## src/rtl/fpsc_pkg.sv

```systemverilog
package fpsc_pkg;

   typedef enum logic [1:0] {
      RM_NEAREST = 2'b00,
      RM_ZERO    = 2'b01,
      RM_RSV_A   = 2'b10,
      RM_RSV_B   = 2'b11
   } fpsc_rm_e;

   // only the two lowest codes select a real rounding behaviour
   function automatic logic rm_is_legal(input logic [1:0] code);
      return (code == RM_NEAREST) || (code == RM_ZERO);
   endfunction

endpackage

```

## src/rtl/fpsc_exc_bank.sv

```systemverilog
// One bank of exception bits. STICKY picks the flag variant, which
// accumulates. Otherwise the bank is the cause variant, which op_start refills.
module fpsc_exc_bank #(
   parameter int W      = 5,
   parameter bit STICKY = 1'b0
) (
   input  logic         clk,
   input  logic         rst_n,
   input  logic         clr,
   input  logic [W-1:0] set_vec,
   input  logic         wr_en,
   input  logic [W-1:0] wr_val,
   output logic [W-1:0] q
);

   generate
      if (W < 1) begin : g_bad_w
         $error("fpsc_exc_bank: W must be at least 1");
      end
   endgenerate

   genvar i;
   generate
      for (i = 0; i < W; i++) begin : g_bit
         if (STICKY) begin : g_flag
            logic clr_unused;
            assign clr_unused = clr;
            always_ff @(posedge clk) begin
               if (!rst_n)          q[i] <= 1'b0;
               else if (wr_en)      q[i] <= wr_val[i];
               else if (set_vec[i]) q[i] <= 1'b1;
            end
         end else begin : g_cause
            always_ff @(posedge clk) begin
               if (!rst_n)          q[i] <= 1'b0;
               else if (wr_en)      q[i] <= wr_val[i];
               else if (clr)        q[i] <= set_vec[i];
               else if (set_vec[i]) q[i] <= 1'b1;
            end
         end
      end
   endgenerate

endmodule

```

## src/rtl/fpsc_rm_unit.sv

```systemverilog
module fpsc_rm_unit
   import fpsc_pkg::*;
#(
   parameter int RM_W = 2
) (
   input  logic            clk,
   input  logic            rst_n,
   input  logic            wr_en,
   input  logic [RM_W-1:0] wr_val,
   output logic [RM_W-1:0] rm_raw,
   output logic [RM_W-1:0] rm_out,
   output logic            rm_reserved
);

   generate
      if (RM_W != 2) begin : g_bad_rm
         $error("fpsc_rm_unit: RM_W must be 2");
      end
   endgenerate

   logic [RM_W-1:0] rm_q;

   always_ff @(posedge clk) begin
      if (!rst_n)     rm_q <= RM_NEAREST;
      else if (wr_en) rm_q <= wr_val;
   end

   always_comb begin
      rm_raw      = rm_q;
      rm_reserved = !rm_is_legal(rm_q);
      rm_out      = rm_reserved ? RM_NEAREST : rm_q;
   end

endmodule

```

## src/rtl/fpsc_reg.sv

```systemverilog
module fpsc_reg
   import fpsc_pkg::*;
#(
   parameter int DATA_W  = 32,
   parameter int EXC_W   = 5,
   parameter int RM_W    = 2,
   parameter int RSV_LSB = 22
) (
   input  logic              clk,
   input  logic              rst_n,
   input  logic              op_start,
   input  logic [EXC_W-1:0]  exc_vec,
   input  logic              wr_en,
   input  logic [DATA_W-1:0] wr_data,
   output logic [DATA_W-1:0] rd_data,
   output logic [RM_W-1:0]   rm_out,
   output logic              rm_reserved
);

   localparam int CAUSE_LSB = RM_W;
   localparam int FLAG_LSB  = CAUSE_LSB + EXC_W;
   localparam int USED_W    = FLAG_LSB + EXC_W;

   generate
      if (USED_W > RSV_LSB) begin : g_bad_fit
         $error("fpsc_reg: fields overlap the reserved range");
      end
      if (RSV_LSB > DATA_W) begin : g_bad_rsv
         $error("fpsc_reg: reserved start beyond word width");
      end
   endgenerate

   logic [RM_W-1:0]  rm_raw;
   logic [EXC_W-1:0] cause_q;
   logic [EXC_W-1:0] flag_q;
   logic             unused_wr_hi;

   assign unused_wr_hi = ^wr_data[DATA_W-1:USED_W];

   fpsc_rm_unit #(.RM_W(RM_W)) u_rm (
      .clk         (clk),
      .rst_n       (rst_n),
      .wr_en       (wr_en),
      .wr_val      (wr_data[RM_W-1:0]),
      .rm_raw      (rm_raw),
      .rm_out      (rm_out),
      .rm_reserved (rm_reserved)
   );

   fpsc_exc_bank #(.W(EXC_W), .STICKY(1'b0)) u_cause (
      .clk     (clk),
      .rst_n   (rst_n),
      .clr     (op_start),
      .set_vec (exc_vec),
      .wr_en   (wr_en),
      .wr_val  (wr_data[CAUSE_LSB +: EXC_W]),
      .q       (cause_q)
   );

   fpsc_exc_bank #(.W(EXC_W), .STICKY(1'b1)) u_flag (
      .clk     (clk),
      .rst_n   (rst_n),
      .clr     (op_start),
      .set_vec (exc_vec),
      .wr_en   (wr_en),
      .wr_val  (wr_data[FLAG_LSB +: EXC_W]),
      .q       (flag_q)
   );

   always_comb begin
      rd_data                       = '0;
      rd_data[RM_W-1:0]             = rm_raw;
      rd_data[CAUSE_LSB +: EXC_W]   = cause_q;
      rd_data[FLAG_LSB +: EXC_W]    = flag_q;
   end

   // ---------------- assertions ----------------
   p_cause_refill_r2: assert property (@(posedge clk) disable iff (!rst_n)
      (op_start && !wr_en) |=> (rd_data[CAUSE_LSB +: EXC_W] == $past(exc_vec)));

   p_exc_set_r3: assert property (@(posedge clk) disable iff (!rst_n)
      !wr_en |=> ((flag_q & $past(exc_vec)) == $past(exc_vec)));

   p_flag_sticky_r4: assert property (@(posedge clk) disable iff (!rst_n)
      !wr_en |=> ((flag_q & $past(flag_q)) == $past(flag_q)));

   p_rm_fallback_r7: assert property (@(posedge clk) disable iff (!rst_n)
      rm_reserved |-> (rm_out == RM_NEAREST && rm_raw[1]));

   p_write_wins_r8: assert property (@(posedge clk) disable iff (!rst_n)
      wr_en |=> (rd_data[USED_W-1:0] == $past(wr_data[USED_W-1:0])));

   p_rsv_zero_r6: assert property (@(posedge clk) disable iff (!rst_n)
      wr_en |=> (rd_data[DATA_W-1:USED_W] == '0));

endmodule

```

## config.mk

```make
export PLATFORM = sky130hd
export DESIGN_NAME = fpsc_reg
export DESIGN_NICKNAME = d
export VERILOG_FILES = /design/src/rtl/fpsc_pkg.sv /design/src/rtl/fpsc_exc_bank.sv /design/src/rtl/fpsc_rm_unit.sv /design/src/rtl/fpsc_reg.sv
export SDC_FILE = /design/constraint.sdc
export NUM_CORES = 1
export LEC_CHECK = 0
export CAP_MARGIN = 20
export CORE_MARGIN = 3
export CORE_UTILIZATION = 28
export CTS_BUF_LIST = sky130_fd_sc_hd__clkbuf_4 sky130_fd_sc_hd__clkbuf_8
export DETAILED_ROUTE_END_ITERATION = 12
export GPL_TIMING_DRIVEN = 0
export HOLD_SLACK_MARGIN = 0.06
export PLACE_DENSITY_LB_ADDON = 0.08
export SLEW_MARGIN = 20
export SYNTH_ARGS = -nofsm -noshare
export SYNTH_HDL_FRONTEND = slang
export SYNTH_HIERARCHICAL = 1
export SYNTH_SLANG_ARGS = --single-unit
export TNS_END_PERCENT = 10
```

## constraint.sdc

```tcl
create_clock -name clk -period 1.1 [get_ports clk]
set_input_delay 0.33 -clock clk [delete_from_list [all_inputs] [get_ports clk]]
set_output_delay 0.33 -clock clk [all_outputs]
set_load 0.005 [all_outputs]
```

==> results.md, run 1 <==
- CTS tree: done
- Leakage: 0.000597 µW
- Power Density: just under 1000 nW/µm²
- First-pass GRT wire length: 2210 µm
- Starting density of the core: 0.297
- CP max FO: 3
- Worst R2R Setup Slack: about 0.27 ns
- Detailed-route DRC error count: 0
- Antenna diodes: 0
- Initial antenna violation count: 0
- Yosys top cell area share: 0.362
- Worst path slowest cell: dfxtp_2
- Power share of the sequential group: 0.436
- Mapped Area: between 600 and 700 µm²
- Cell area after layout: roughly 1100 µm²
- Max_cap viols: 0
- Number of buffers added on ports: 34
- Vias post-DR: approximately 590
- Type of origin of the critical path: flip-flop
- Total Routed Length: ~1500 µm
- Crit path arrival time: roughly 0.9 ns
- IO Pins: 76
- Comb power frac: 0.251
- P_int: approximately 860 µW
- Final Max Tran Viols: 0
- WL per Instance: 9.77 µm
- Area after DPL: 1110 µm²
- Reg2Reg Capture Point: u_cause/q[4]
- Synth area leader: dfxtp_1
- Mux share of post-synthesis cell area: 0.0301
- Worst Slack Setup Final: -0.137 ns
- Avg Inst Size Synth: approximately 10 µm²
- Crit. End Element: primary output
- Row cnt: 17
- Min-Delay Startpoint: u_flag/q[4]
- Worst-path cell chain: buf_6 -> nor2b_1 -> buf_2
- RSZ-0062 raised after global routing: true
- Core area: about 2200 µm²
- Synth Area in Compound Gates: 0.151
- Placement Setup Slack: -0.412 ns
- Synth Area in Simple Gates: 0.169
- Most common cell after layout, fill and taps aside: buf_4
- Finished Layout Cells: approximately 160
- CP max stage delay: approximately 0.33 ns
- Fin nets: roughly 170
- Clk buf depth: 2
- Ys Warns: 6
- Largest net degree at the start of global routing: 13
- CP required: between 0.7 and 0.8 ns
- Most frequent cells in the layout: buf_4, conb_1, clkdlybuf4s50_1
- Worst-path clk slew: about 0.08 ns
- Switching power: between 200 and 300 µW
- Chip height: between 50 and 60 µm
- Clk Latency, worst-skew pair: 0.27 ns
- Setup Viol. Count Final: 6
- Reg2reg path depth: 2
- Post-Synthesis Cells: 68
- HP Class: flip-flop to flip-flop
- Hold Crit Endpoint: u_flag/q[4]
- Fmax: a little over 800 MHz
- Area Growth Syn to Fin: 69.5%
- Main combinational cell family by area after synthesis: buffers and inverters
- Antenna-violating nets left: 0
- Die W: 54.7 µm
- # H-tree levels: 1
- Net Sw Frac: 0.231
- Peak supply drop: ~0.62 mV
- Register area share after synthesis: 0.362
- Post-synthesis xor/xnor area fraction: 0
- Setup TNS: -0.455 ns
- Yosys reg bits: 12
- GRT Total Usage: 0.105
- Met3 usage in global routing: 0.0327
- Hold Crit Depth: 1
- Vias/cell: ~3.8
- Clk root buf: clkbuf_4
- Final hold violations: 0
- Post-Synth Adder-Cell Area: 0
- GRT overflow: 0
- Top cells by area, synth: dfxtp_1, buf_4, o311a_1
- Layout Skew: 0 ns
- Initial drt markers: 6
- Layout cells sized above 1: 0.378
- Fill cells: roughly 240
- Clk pwr share: 0.313
- Tmin final: 1.24 ns
- Yosys cell types: 9
- Placed insts: ~150
- Vias in the first global route: about 500
- Clock Sinks: 12
- Crit Path Class: flip-flop to primary output
- Grt met2 use: 0.173
- Worst r2r src: u_cause/q[4]
- Status: finished, violations left
- GRT busiest layer: met2
- DR pass1 iterations: 2
- Hold_buf cts: 0
- Final GP Congestion: roughly 0.59
- Tot Pwr: approximately 1100 µW
- CTS buffer count: 3
- Tcrit/Tclk final: 1.12
- Failing checks: negative setup slack
- Global routing usage on met1: 0.122
- Die area: 2990 µm²
## worst max-delay path by stage
stage | startpoint | endpoint | slack [ns] | depth (start not counted)
after detailed placement | wr_en | u_cause/q[2] | -0.41 | 3
after global placement | wr_en | u_cause/q[2] | -0.41 | 3
after CTS | u_rm/rm_raw[1] | rm_out[0] | -0.17 | 3
after floorplan | wr_en | u_cause/q[0] | 0.21 | 2
after global routing | u_rm/rm_raw[1] | rm_out[0] | -0.21 | 3
final | u_rm/rm_raw[1] | rm_out[0] | -0.14 | 3
## metal layers
| metal | vias up | share of wire |
|---|---|---|
| met3 | 0 | 0.12 |
| met2 | 30 | 0.48 |
| met1 | 248 | 0.40 |
| met5 | - | 0 |
| li1 | 308 | - |
| met4 | 0 | 0 |
## power groups by stage
stage               sequential, µW  combinational (µW)  clock (µW)
floorplan                      495                 138           0
global placement               491                 302           0
detailed placement             492                 305           0
CTS                            485                 283         372
global route                   490                 312         392
finish                         486                 279         349
## kinds of logic after synthesis
logic type,Yosys count
AO/OA/AOI/OAI,10
other,2
multiplexers,2
buffers and inverters,24
AND/OR/NAND/NOR,18
flip-flops,12
## worst max-delay path: cells and delay by family, from the launching register on
family	cells	cell delay, ns
buffers and inverters	2	0.22
and+or+nand+nor	1	0.09
DFF	1	0.33
## cell type report
class / instances / area, µm² / share of cell area
Multi-Input combinational cell: 51 / 312 / 0.277
Timing Repair Buffer: 36 / 308 / 0.273
Sequential cell: 12 / 251 / 0.223
Buffer: 24 / 184 / 0.163
Clock buffer: 4 / 36.3 / 0.0322
Tap cell: 28 / 35.0 / 0.0311
## Yosys cell counts, drive strengths merged
cell type  instances
conb               2
mux2i              2
nand2b            10
dfxtp             12
clkbuf             1
nor2b              8
buf               23
o311a             10
## repair_timing
action	CTS	global route
gates resized for setup	44	10
endpoints found under the setup margin	24	19
buffers inserted	2	0
gates cloned	0	0
## per-stage QoR
stage,util,hold slack (ns)
after floorplan,-,0.458
after global placement,0.497,0.494
after detailed placement,0.497,0.502
after CTS,0.506,0.507
after global routing,0.504,0.537
final,0.504,0.502
## registers in the layout (all words and copies together), names as in the netlist
signal,count
u_rm/rm_raw,2
u_flag/q,5
u_cause/q,5
Power figures use the tool's default switching activity.
==> inputs of run 2 (changes only) <==
--- a/config.mk
+++ b/config.mk
@@ -10,7 +10,6 @@
 export CORE_UTILIZATION = 28
 export CTS_BUF_LIST = sky130_fd_sc_hd__clkbuf_4 sky130_fd_sc_hd__clkbuf_8
 export DETAILED_ROUTE_END_ITERATION = 12
-export GPL_TIMING_DRIVEN = 0
 export HOLD_SLACK_MARGIN = 0.06
 export PLACE_DENSITY_LB_ADDON = 0.08
 export SLEW_MARGIN = 20
==> results.md, run 2 (synthesis results as in run 1) <==
- Fmax: 821 MHz (was 808 MHz)
- First-pass GRT wire length: 2080 µm (was 2210 µm)
- Total Routed Length: 1410 µm (was 1510 µm)
- GRT Total Usage: 0.0984 (was 0.105)
- Detailed-route DRC error count: 0 (unchanged)
- Area Growth Syn to Fin: 48.6% (was 69.5%)
- CP max FO: 2 (was 3)
- IO Pins: 76 (unchanged)
- Clk buf depth: 2 (unchanged)
- Worst r2r src: u_rm/rm_raw[1] (was u_cause/q[4])
- Max_cap viols: 0 (unchanged)
- Min-Delay Startpoint: u_flag/q[4] (unchanged)
- WL per Instance: 10.3 µm (was 9.77 µm)
- Core area: 2230 µm² (unchanged)
- Die W: 54.7 µm (unchanged)
- Most common cell after layout, fill and taps aside: conb_1 (was buf_4)
- Row cnt: 17 (unchanged)
- Vias/cell: 4.11 (was 3.78)
- Worst R2R Setup Slack: 0.17 ns (was 0.27 ns)
- WL met1: 561 µm (was 606 µm)
- Starting density of the core: 0.297 (unchanged)
- Detail Placement HPWL: around 1100 µm
- Clock Sinks: 12 (unchanged)
- Placed insts: 129 (was 149)
- Vias in the first global route: 494 (was 502)
- Initial antenna violation count: 0 (unchanged)
- Chip height: 54.7 µm (unchanged)
- Worst Slack Setup Final: -0.118 ns (was -0.137 ns)
- Reg2Reg Capture Point: u_rm/rm_raw[1] (was u_cause/q[4])
- Number of buffers added on ports: 34 (unchanged)
- Met2 routed WL: 679 µm (was 726 µm)
- Placement Setup Slack: -0.306 ns (was -0.412 ns)
- Crit. End Element: primary output (unchanged)
- Bufs and invs on worst path: 2 (unchanged)
- Antenna diodes: 0 (unchanged)
- RSZ-0062 raised after global routing: true (unchanged)
- # H-tree levels: 1 (unchanged)
- Highest metal layer with signal wires: met4 (was met3)
- Power Density: 999 nW/µm² (was 989 nW/µm²)
- CP max stage delay: 0.32 ns (was 0.33 ns)
- Vias post-DR: 559 (was 586)
- Tmin final: 1.22 ns (was 1.24 ns)
- Fin nets: 151 (was 169)
- CTS tree: done (unchanged)
- Crit Path Class: flip-flop to primary output (unchanged)
- Finished Layout Cells: 136 (was 155)
- Hold Crit Endpoint: u_flag/q[4] (unchanged)
- Layout Skew: 0 ns (unchanged)
- Type of origin of the critical path: flip-flop (unchanged)
- Tot Pwr: 986 µW (was 1110 µW)
- Final GP Congestion: 0.635 (was 0.587)
- Setup Viol. Count Final: 6 (unchanged)
- GRT overflow: 0 (unchanged)
- Final Max Tran Viols: 0 (unchanged)
- Tcrit/Tclk final: 1.11 (was 1.12)
- Worst-path cell chain: buf_6 -> nor2b_1 -> buf_2 (unchanged)
- Die area: 2990 µm² (unchanged)
- Fill cells: 246 (was 236)
- Reg2reg path depth: 5 (was 2)
- Final core occ: 0.442 (was 0.504)
- Failing checks: negative setup slack (unchanged)
- Min Hold Slack: 0.507 ns (was 0.502 ns)
- Status: finished, violations left (unchanged)
- Final hold violations: 0 (unchanged)
- Antenna-violating nets left: 0 (unchanged)
- Crit path arrival time: 0.89 ns (was 0.91 ns)
- Worst-path clk slew: 0.07 ns (was 0.08 ns)
- Leakage: 0.000491 µW (was 0.000597 µW)
- Peak supply drop: 0.495 mV (was 0.620 mV)
- DR pass1 iterations: 4 (was 2)
- Largest net degree at the start of global routing: 13 (unchanged)
- Wire length on met3: 156 µm (was 180 µm)
- HP Class: flip-flop to flip-flop (unchanged)
- Clk root buf: clkbuf_4 (unchanged)
- Hold Crit Depth: 1 (unchanged)
- Initial drt markers: 7 (was 6)
- Layout cells sized above 1: 0.287 (was 0.378)
- CP required: 0.77 ns (about the same)
- Clk Latency, worst-skew pair: 0.26 ns (was 0.27 ns)
- Worst path slowest cell: dfxtp_2 (unchanged)
- Crit path max-delay family: flip-flops (unchanged)
- CTS buffer count: 3 (unchanged)
- Most frequent cells in the layout: conb_1, clkdlybuf4s50_1, nand2b_1, o311a_1, dfxtp_2 (was buf_4, conb_1, clkdlybuf4s50_1)
[run 2: changes by cell type in the layout (fill, tap and decap cells not counted)]
cell	change
clkbuf_1	-1
clkdlybuf4s50_1	+1
buf_6	+1
buf_4	-16
dlygate4sd2_1	-2
buf_2	-2
clkbuf_8	-1
clkbuf_2	+1
[run 2: timing repair]
item                       4_1_cts  5_1_grt
setup endpoints to repair       20       21
gates resized for setup         44       14
setup buffers                    3        1
gates cloned                     0        0
hold buffers                     0        0
pin swaps                        0        0
[run 2: layout make-up]
class	count	area, µm²	share of cell area
multi-input cells	51	312	0.316
clock buffers	3	22.5	0.0228
repair buffers	42	367	0.371
well taps	28	35.0	0.0355
flip-flops and latches	12	251	0.255
[run 2: how the worst max path moves through the flow]
stage	startpoint	slack, ns	cells after the start	to
2_1_floorplan	wr_en	0.21	2	u_cause/q[0]
3_3_place_gp	wr_en	-0.30	3	u_cause/q[2]
3_5_place_dp	wr_en	-0.31	3	u_cause/q[2]
4_1_cts	u_rm/rm_raw[1]	-0.13	3	rm_out[0]
5_1_grt	u_rm/rm_raw[1]	-0.17	3	rm_out[0]
6_report	u_rm/rm_raw[1]	-0.12	3	rm_out[0]
[run 2: where the power goes]
part / internal, µW / leakage [µW] / switching (µW) / total [µW]
sequential: 471 / 0.000102 / 14.5 / 485
clock: 126 / 0.0000138 / 137 / 263
combinational: 151 / 0.000375 / 86.0 / 237
[run 2: metrics by stage]
step	TNS (ns)	instance area, µm²
3_3_place_gp	-4.23	957
3_5_place_dp	-4.27	957
2_1_floorplan	0	736
5_1_grt	-0.672	987
6_report	-0.409	987
4_1_cts	-0.942	982
[run 2: per-layer routing]
layer,vias to the layer above,track usage
li1,272,-
met1,255,0.109
met2,30,0.167
met3,2,0.0300
met4,0,0.0498
met5,-,0
==> inputs of run 3 (changes only) <==
==> constraint.sdc (replaced) <==
create_clock -name clk -period 1.1 [get_ports clk]
set_input_delay 0.22 -clock clk [delete_from_list [all_inputs] [get_ports clk]]
set_output_delay 0.22 -clock clk [all_outputs]
set_load 0.005 [all_outputs]
==> results.md, run 3 (synthesis results as in run 1) <==
- P_int: 745 µW (was 748 µW)
- Core area: 2230 µm² (unchanged)
- Crit. End Element: primary output (unchanged)
- Final GP Congestion: 0.635 (unchanged)
- Number of buffers added on ports: 34 (unchanged)
- Row cnt: 17 (unchanged)
- # H-tree levels: 1 (unchanged)
- Final Max Tran Viols: 0 (unchanged)
- Most frequent cells in the layout: conb_1, clkdlybuf4s50_1, dlygate4sd2_1, nand2b_1, o311a_1 (was conb_1, clkdlybuf4s50_1, nand2b_1, o311a_1, dfxtp_2)
- Clk Latency, worst-skew pair: 0.26 ns (about the same)
- DR pass1 iterations: 4 (unchanged)
- Status: finished, violations left (unchanged)
- Hold_buf cts: 0 (unchanged)
- Vias/cell: 4.13 (was 4.11)
- CTS buffer count: 3 (unchanged)
- Crit path arrival time: 0.90 ns (was 0.89 ns)
- Switching power: 235 µW (was 238 µW)
- Die W: 54.7 µm (unchanged)
- Tcrit/Tclk final: 1.02 (was 1.11)
- Clk buf depth: 2 (unchanged)
- RSZ-0062 raised after global routing: true (unchanged)
- Worst-path clk slew: 0.07 ns (about the same)
- Net Sw Frac: 0.239 (was 0.241)
- GRT Total Usage: 0.0984 (unchanged)
- Power share of the sequential group: 0.493 (was 0.492)
- IO Pins: 76 (unchanged)
- Failing checks: negative setup slack (unchanged)
- Placed insts: 129 (unchanged)
- HP Class: flip-flop to flip-flop (unchanged)
- Starting density of the core: 0.297 (unchanged)
- Antenna-violating nets left: 0 (unchanged)
- Fin nets: 149 (was 151)
- CP max FO: 3 (was 2)
- Detail Placement HPWL: 1140 µm (unchanged)
- Clock Sinks: 12 (unchanged)
- Layout cells sized above 1: 0.142 (was 0.287)
- Fmax: 895 MHz (was 821 MHz)
- Vias in the first global route: 491 (was 494)
- Area Growth Syn to Fin: 48.6% (unchanged)
- Initial drt markers: 7 (unchanged)
- Detailed-route DRC error count: 0 (unchanged)
- GRT overflow: 0 (unchanged)
- Most common cell after layout, fill and taps aside: conb_1 (unchanged)
- Crit Path Class: flip-flop to primary output (unchanged)
- CP required: 0.88 ns (was 0.77 ns)
- Setup Viol. Count Final: 1 (was 6)
- Worst Slack Setup Final: -0.0179 ns (was -0.118 ns)
- Largest net degree at the start of global routing: 13 (unchanged)
- Tmin final: 1.12 ns (was 1.22 ns)
- Chip height: 54.7 µm (unchanged)
- Type of origin of the critical path: flip-flop (unchanged)
- Comb power frac: 0.239 (was 0.241)
- Die area: 2990 µm² (unchanged)
- Vias post-DR: 553 (was 559)
- Clk root buf: clkbuf_4 (unchanged)
- CTS tree: done (unchanged)
- WL per Instance: 10.6 µm (was 10.3 µm)
- Initial antenna violation count: 0 (unchanged)
- Clk pwr share: 0.268 (was 0.267)
- Setup TNS: -0.0179 ns (was -0.409 ns)
- Power Density: 993 nW/µm² (was 999 nW/µm²)
- Peak supply drop: 0.510 mV (was 0.495 mV)
- Final hold violations: 0 (unchanged)
- Finished Layout Cells: 134 (was 136)
- Antenna diodes: 0 (unchanged)
- Min Hold Slack: 0.506 ns (was 0.507 ns)
- Total Routed Length: 1420 µm (was 1410 µm)
- Leakage: 0.000472 µW (was 0.000491 µW)
- Layout Skew: 0 ns (unchanged)
- First-pass GRT wire length: 2070 µm (was 2080 µm)
- Max_cap viols: 0 (unchanged)
## run 3: changes by cell type in the layout (fill, tap and decap cells not counted)
cell             before  now
clkdlybuf4s50_1      18   20
clkbuf_2              4    0
dfxtp_1               3    7
buf_4                 6    5
buf_6                 4    1
buf_2                 5    1
dlymetal6s2s_1        2    0
clkdlybuf4s15_1       0    3
dfxtp_2               9    5
dlygate4sd2_1         3   10
## run 3: final cells by class
cell class / instances / area [µm²]
Timing Repair Buffer: 40 / 372
Clock buffer: 3 / 22.5
Fill cell: 250 / 1250
Tap cell: 28 / 35.0
Sequential cell: 12 / 246
Multi-Input combinational cell: 51 / 312
## run 3: layer usage
metal  vias up  wire (µm)  global-route usage
li1        268          -                   -
met1       253        580               0.107
met2        30        679               0.167
met3         2        148              0.0327
met4         0          9              0.0498
met5         -          0                   0
## run 3: worst paths after layout
path             endpoint  slack (ns)  cells past startpoint            from
max             rm_out[0]       -0.02                      3  u_rm/rm_raw[1]
min           u_flag/q[4]        0.51                      1     u_flag/q[4]
max reg2reg  u_cause/q[1]        0.27                      2    u_cause/q[1]
min reg2reg   u_flag/q[4]        0.51                      1     u_flag/q[4]
## run 3: stage by stage
step	area, µm²	utilization	setup slack [ns]	total power, µW
4_1_cts	975	0.436	-0.0386	1000
3_5_place_dp	957	0.429	-0.196	743
2_1_floorplan	736	-	0.301	633
3_3_place_gp	957	0.429	-0.193	741
5_1_grt	987	0.442	-0.0716	1060
6_report	987	0.442	-0.0179	980
## run 3: critical path: stages (launching register included)
cell and delay (ns):
dfxtp_2 0.33, buf_6 0.11, nor2b_1 0.08, buf_2 0.11
## run 3: power by group through the flow
stage / Sequential [µW] / Clock (µW) / Combinational (µW)
after floorplan: 495 / 0 / 138
after global placement: 492 / 0 / 249
after detailed placement: 492 / 0 / 251
after CTS: 483 / 285 / 231
after global routing: 488 / 305 / 264
final: 483 / 263 / 234
## run 3: what timing repair did
action | in CTS | in global routing
gates resized for setup | 22 | 4
setup buffers | 1 | 1
endpoints found under the setup margin | 14 | 8
